## config.mk

```make
export PLATFORM = sky130hd
export DESIGN_NAME = tone_steer_latch
export DESIGN_NICKNAME = d
export VERILOG_FILES = /design/src/rtl/tsl_pkg.sv /design/src/rtl/tsl_grp_index.sv /design/src/rtl/tsl_guard.sv /design/src/rtl/tsl_settle.sv /design/src/rtl/tone_steer_latch.sv
export SDC_FILE = /design/constraint.sdc
export NUM_CORES = 1
export LEC_CHECK = 0
export CORE_UTILIZATION = 46
export CTS_CLUSTER_SIZE = 8
export DETAILED_ROUTE_END_ITERATION = 10
export PLACE_DENSITY_LB_ADDON = 0.08
export SLEW_MARGIN = 10
export SYNTH_ARGS = -nofsm -noshare
export SYNTH_HDL_FRONTEND = slang
export SYNTH_SLANG_ARGS = --single-unit
```

## constraint.sdc

```tcl
create_clock -name clk -period 2.1 [get_ports clk]
set_input_delay 0.525 -clock clk [delete_from_list [all_inputs] [get_ports clk]]
set_output_delay 0.525 -clock clk [all_outputs]
set_load 0.02 [all_outputs]
```

## src/rtl/tsl_pkg.sv

```systemverilog
package tsl_pkg;
   typedef logic [3:0] code_t;

   // Pair code from low index lo and high index hi.
   function automatic code_t pair_code(input logic [1:0] lo, input logic [1:0] hi);
      code_t c;
      if (hi == 2'd3) begin
         c = (lo == 2'd3) ? 4'd0 : code_t'(4'd13 + {2'b00, lo});
      end else if (lo == 2'd3) begin
         case (hi)
            2'd0:    c = 4'd11;
            2'd1:    c = 4'd10;
            default: c = 4'd12;
         endcase
      end else begin
         c = code_t'(({2'b00, lo} * 4'd3) + {2'b00, hi} + 4'd1);
      end
      return c;
   endfunction
endpackage

```

## src/rtl/tsl_grp_index.sv

```systemverilog
module tsl_grp_index #(
   parameter int ONEHOT = 0,
   localparam int GRP_W = (ONEHOT != 0) ? 4 : 2
) (
   input  logic [GRP_W-1:0] grp_in,
   output logic [1:0]       idx
);
   if (ONEHOT != 0) begin : g_onehot
      always_comb begin
         idx = 2'd0;
         for (int i = 3; i >= 0; i--) begin
            if (grp_in[i]) idx = 2'(i);
         end
      end
   end else begin : g_indexed
      assign idx = grp_in[1:0];
   end
endmodule

```

## src/rtl/tsl_guard.sv

```systemverilog
module tsl_guard #(
   parameter int CNT_W = 8
) (
   input  logic             clk,
   input  logic             rst,
   input  logic             tone_raw,
   input  logic [CNT_W-1:0] accept_len,
   input  logic [CNT_W-1:0] release_len,
   output logic             steer,
   output logic             accept_p
);
   logic [CNT_W-1:0] run_cnt;
   logic [CNT_W-1:0] limit;

   assign limit    = steer ? release_len : accept_len;
   assign accept_p = !steer && tone_raw && (run_cnt >= accept_len);

   always_ff @(posedge clk) begin
      if (rst) begin
         steer   <= 1'b0;
         run_cnt <= '0;
      end else if (tone_raw != steer) begin
         if (run_cnt >= limit) begin
            steer   <= tone_raw;
            run_cnt <= '0;
         end else begin
            run_cnt <= run_cnt + 1'b1;
         end
      end else begin
         run_cnt <= '0;
      end
   end

   assert_rise_needs_tone_R2: assert property (@(posedge clk) disable iff (rst)
      ($rose(steer) && !$past(rst)) |-> $past(tone_raw));
   assert_fall_needs_quiet_R3: assert property (@(posedge clk) disable iff (rst)
      ($fell(steer) && !$past(rst)) |-> !$past(tone_raw));
endmodule

```

## src/rtl/tsl_settle.sv

```systemverilog
module tsl_settle #(
   parameter int SET_W = 4
) (
   input  logic             clk,
   input  logic             rst,
   input  logic             steer,
   input  logic [SET_W-1:0] settle_len,
   output logic             dly,
   output logic             rise_p
);
   logic [SET_W-1:0] wait_cnt;

   assign rise_p = steer && !dly && (wait_cnt >= settle_len);

   always_ff @(posedge clk) begin
      if (rst || !steer) begin
         dly      <= 1'b0;
         wait_cnt <= '0;
      end else if (!dly) begin
         if (wait_cnt >= settle_len) begin
            dly      <= 1'b1;
            wait_cnt <= '0;
         end else begin
            wait_cnt <= wait_cnt + 1'b1;
         end
      end
   end

   assert_dly_follows_steer_R5: assert property (@(posedge clk) disable iff (rst)
      ($rose(dly) && !$past(rst)) |-> $past(steer));
   assert_dly_drops_after_steer_R5: assert property (@(posedge clk) disable iff (rst)
      (!$past(steer) && !$past(rst)) |-> !dly);
endmodule

```

## src/rtl/tone_steer_latch.sv

```systemverilog
module tone_steer_latch #(
   parameter int CNT_W  = 8,
   parameter int SET_W  = 4,
   parameter int ONEHOT = 0,
   localparam int GRP_W = (ONEHOT != 0) ? 4 : 2
) (
   input  logic             clk,
   input  logic             rst,
   input  logic             tone_raw,
   input  logic [GRP_W-1:0] grp_lo,
   input  logic [GRP_W-1:0] grp_hi,
   input  logic [CNT_W-1:0] accept_len,
   input  logic [CNT_W-1:0] release_len,
   input  logic [SET_W-1:0] settle_len,
   input  logic             irq_en,
   input  logic             rd_rx,
   output logic             steer_early,
   output logic             steer_dly,
   output logic [1:0]       status_bits,
   output logic             irq_n,
   output logic [3:0]       rx_bus
);
   import tsl_pkg::*;

   if (CNT_W < 1 || CNT_W > 24) begin : g_bad_cnt
      $error("CNT_W out of range");
   end
   if (SET_W < 1 || SET_W > 16) begin : g_bad_set
      $error("SET_W out of range");
   end

   logic [1:0] lo_idx, hi_idx;
   logic       accept_p, rise_p;
   code_t      pend_code, rx_latch;
   logic       irq_pend;

   tsl_grp_index #(.ONEHOT(ONEHOT)) u_lo (.grp_in(grp_lo), .idx(lo_idx));
   tsl_grp_index #(.ONEHOT(ONEHOT)) u_hi (.grp_in(grp_hi), .idx(hi_idx));

   tsl_guard #(.CNT_W(CNT_W)) u_guard (
      .clk(clk), .rst(rst), .tone_raw(tone_raw),
      .accept_len(accept_len), .release_len(release_len),
      .steer(steer_early), .accept_p(accept_p));

   tsl_settle #(.SET_W(SET_W)) u_settle (
      .clk(clk), .rst(rst), .steer(steer_early),
      .settle_len(settle_len), .dly(steer_dly), .rise_p(rise_p));

   always_ff @(posedge clk) begin
      if (rst) begin
         pend_code <= '0;
         rx_latch  <= '0;
         irq_pend  <= 1'b0;
      end else begin
         if (accept_p) pend_code <= pair_code(lo_idx, hi_idx);
         if (rise_p)   rx_latch  <= pend_code;
         if (rise_p)        irq_pend <= 1'b1;
         else if (rd_rx)    irq_pend <= 1'b0;
      end
   end

   assign status_bits = {irq_pend, steer_dly};
   assign irq_n       = !(irq_en && irq_pend && steer_dly);
   assign rx_bus      = rd_rx ? rx_latch : 4'd0;

   assert_latch_only_on_rise_R6: assert property (@(posedge clk) disable iff (rst)
      (!$rose(steer_dly) && !$past(rst)) |-> $stable(rx_latch));
   assert_read_clears_irq_R10: assert property (@(posedge clk) disable iff (rst)
      ($past(rd_rx) && !$rose(steer_dly) && !$past(rst)) |-> irq_n);
   assert_irq_needs_enable_R10: assert property (@(posedge clk) disable iff (rst)
      !irq_en |-> irq_n);
endmodule

```

==> summary.txt <==
Timing
  • Clock Skew: 0.00353 ns
  • Slew Viols, Final: 0
  • Max-slew headroom: 74.3%
  • Tmin final: 2.06 ns
  • Worst Hold Slack: 0.469 ns
  • Crit share post-route: 98.1%
  • Actual slew at the worst max-slew pin: 0.386 ns
  • FMAX: 486 MHz
  • Final hold violation count: 0
  • Endpoints failing setup: 0

Route
  • Vias per std cell: 5.16
  • # DRC: 0
  • Routed len/inst: 13.2 µm
  • Detailed-route via count: 1513
  • Initial DRC count: 45
  • DRT Wirelength: 3.86 mm
  • Antenna Nets Post-Route: 0
  • Drt first pass iters: 4

Setup path
  • CP required: 1.57 ns
  • CP cell instances: clkdlybuf4s50_1, and2_1, dlygate4sd2_1
  • WP data arrival: 1.53 ns
  • CP endpoint kind: primary output
  • Critical path class: in2out
  • Max stage delay cell, worst path: clkdlybuf4s50_1
  • Reg2reg end: u_guard.run_cnt[4]
  • Crit start category: input pin
  • Worst r2r path cells: 7
  • Reg2reg setup slack: 0.16 ns
  • Crit Reg-Reg Startpoint: u_guard.steer
  • Crit-path max FO: 5
  • Slowest stage delay, CP: 0.54 ns

Logic synthesis
  • EDFF count, synth: 0
  • Synth unique cells: 46
  • Async set-reset flop share out of synthesis: 0%
  • #FFs+latches synth: 23
  • Avg Inst Size Synth: 9.30 µm²
  • Sequential share of the synthesized area: 25.7%
  • Mapped Area: 0.00179 mm²
  • Synthesized instance count: 193
  • Most used flip-flop cell after synthesis: dfxtp_1
  • Warnings from Yosys: 0
  • Syn Nets: 251

Place
  • GPL Wtd Cong: 0.801
  • I/O Buffers: 37
  • DP Wirelength: 3.00 mm

Floorplanning
  • CORE AREA: 0.00369 mm²
  • Die height: 64.5 µm
  • Initial core utilization: 48.6%
  • Row cnt: 22
  • Die W: 64.5 µm
  • Die area: 0.00415 mm²
  • # IOs: 38

Run status
  • Outcome: finished, final reports clean

Layout
  • Commonest non-fill, non-tap cells in the layout: ha_1 (25), clkdlybuf4s50_1 (23), dfxtp_1 (21)
  • Nets@finish: 304
  • Antenna cells: 0
  • Layout cells sized above 1: 18.8%
  • Post-layout util: 66.3%
  • Synth-to-layout area growth: 36.3%
  • Most common cell after layout, fill and taps aside: ha_1

GRT
  • First-pass GRT wire length: 6.55 mm
  • Initial antenna violation count: 0
  • Remaining Overflow, GRT: 0
  • Vias in the first global route: 1535
  • GR Util All Layers: 20.1%
  • Pin count of the biggest net entering global routing: 16

Clock network
  • CTS tree: built
  • Clk buf depth: 2
  • H-tree Lvls: 1
  • CTS root buffer: clkbuf_8
  • Worst-skew pair later-pin latency: 0.27 ns
  • # hold bufs at CTS: 0
  • Worst-path clk slew: 0.08 ns
  • Number of CTS-inserted buffers: 3
  • TritonCTS Sinks: 23

Min path
  • Hold Path Depth: 1
  • Min-Delay Endpoint: u_guard.run_cnt[0]
  • HP Class: reg2reg
  • Hold_sp: u_guard.run_cnt[0]

Power and ir drop
  • PD cells: 393 mW/mm²
  • Pleak: 1.14 nW
  • VDD IR-drop max: 0.271 mV

Job
  • Max cap viols: 0
==> sequential cells by signal (all words and copies together), names as in the netlist <==
signal / flops
u_settle.wait_cnt: 4
u_guard.run_cnt: 8
rx_latch: 4
u_settle.dly: 1
u_guard.steer: 1
pend_code: 4
irq_pend: 1
==> power by group <==
group	total [W]	switching [W]	internal [W]
Combinational	0.000235	0.0000973	0.000138
Sequential	0.000440	0.00000227	0.000438
Clock	0.000285	0.000152	0.000133
Total	0.000960	0.000252	0.000708
==> per-layer routing <==
layer | track usage [%] | wire length, µm | vias up
met5 | 0 | 0 | -
met4 | 5.00 | 27 | 0
met3 | 3.87 | 147 | 4
met2 | 37.8 | 1940 | 24
met1 | 22.9 | 1740 | 703
li1 | - | - | 782
==> area by class of cell <==
cell class / count / area (µm²)
Sequential cell: 23 / 463
Multi-Input combinational cell: 148 / 1320
Clock inverter: 1 / 5.00
Tap cell: 48 / 60.1
Timing Repair Buffer: 55 / 498
Fill cell: 319 / 1240
Clock buffer: 3 / 41.3
Inverter: 15 / 58.8
==> worst max-delay path, delay by kind of cell <==
kind,cells,cell delay [ns]
buf+inv,2,0.87
simple gates,1,0.14
==> timing repair <==
item	CTS	global route
setup endpoints to repair	22	21
setup buffers	0	1
resized for setup	22	16
pin swaps	10	11
==> cell usage after synthesis, drive strengths merged (2+ instances only) <==
| library cell | instances | area, µm² |
|---|---|---|
| clkbuf | 3 | 11.3 |
| mux2 | 2 | 22.5 |
| nor3 | 2 | 10.0 |
| nand3 | 5 | 25.0 |
| inv | 15 | 58.8 |
| dfxtp | 23 | 460 |
| a2111oi | 3 | 51.3 |
| nand2 | 4 | 15.0 |
| a21o | 5 | 37.5 |
| and2 | 5 | 31.3 |
| o21ai | 7 | 35.0 |
| or2 | 2 | 12.5 |
| xnor2 | 3 | 26.3 |
| and3 | 3 | 18.8 |
| nor2 | 14 | 52.6 |
| a21oi | 6 | 30.0 |
| fa | 2 | 40.0 |
| buf | 4 | 33.8 |
| ha | 27 | 338 |
| nand2b | 16 | 100 |
| mux2i | 16 | 160 |
| o21a | 2 | 15.0 |
| xor2 | 6 | 52.6 |
==> kinds of logic (layout without fill, tap and decap cells) <==
| kind of cell | Yosys count | count (layout) | synth area share [%] |
|---|---|---|---|
| xor+xnor | 9 | 9 | 4.39 |
| flops | 23 | 23 | 25.7 |
| mux | 18 | 18 | 10.2 |
| buf+inv | 22 | 74 | 5.79 |
| fa+ha+maj | 29 | 29 | 21.1 |
| compound gates | 34 | 34 | 15.3 |
| simple gates | 58 | 58 | 17.6 |
==> through the flow <==
| step | total power (W) | setup TNS, ns | instances | instance area, µm² | worst slack, ns |
|---|---|---|---|---|---|
| after CTS | 0.000957 | 0 | 292 | 2420 | 0.00131 |
| final | 0.000960 | 0 | 293 | 2440 | 0.0408 |
| after detailed placement | 0.000666 | -8.30 | 288 | 2310 | -0.527 |
| after floorplan | 0.000557 | -0.00253 | 193 | 1800 | -0.00253 |
| after global routing | 0.00101 | -0.0148 | 293 | 2440 | -0.0148 |
| after global placement | 0.000657 | -7.75 | 288 | 2310 | -0.430 |
==> worst max-delay path by stage <==
stage | startpoint | end | slack [ns]
after floorplan | u_guard.steer | u_guard.steer | -0.003
after global placement | grp_hi[1] | pend_code[2] | -0.43
after detailed placement | grp_hi[1] | pend_code[2] | -0.53
after CTS | accept_len[7] | u_guard.steer | 0.001
after global routing | settle_len[1] | u_settle.wait_cnt[0] | -0.01
final | rd_rx | rx_bus[0] | 0.04
No activity file was read; power rests on OpenSTA's default activity.
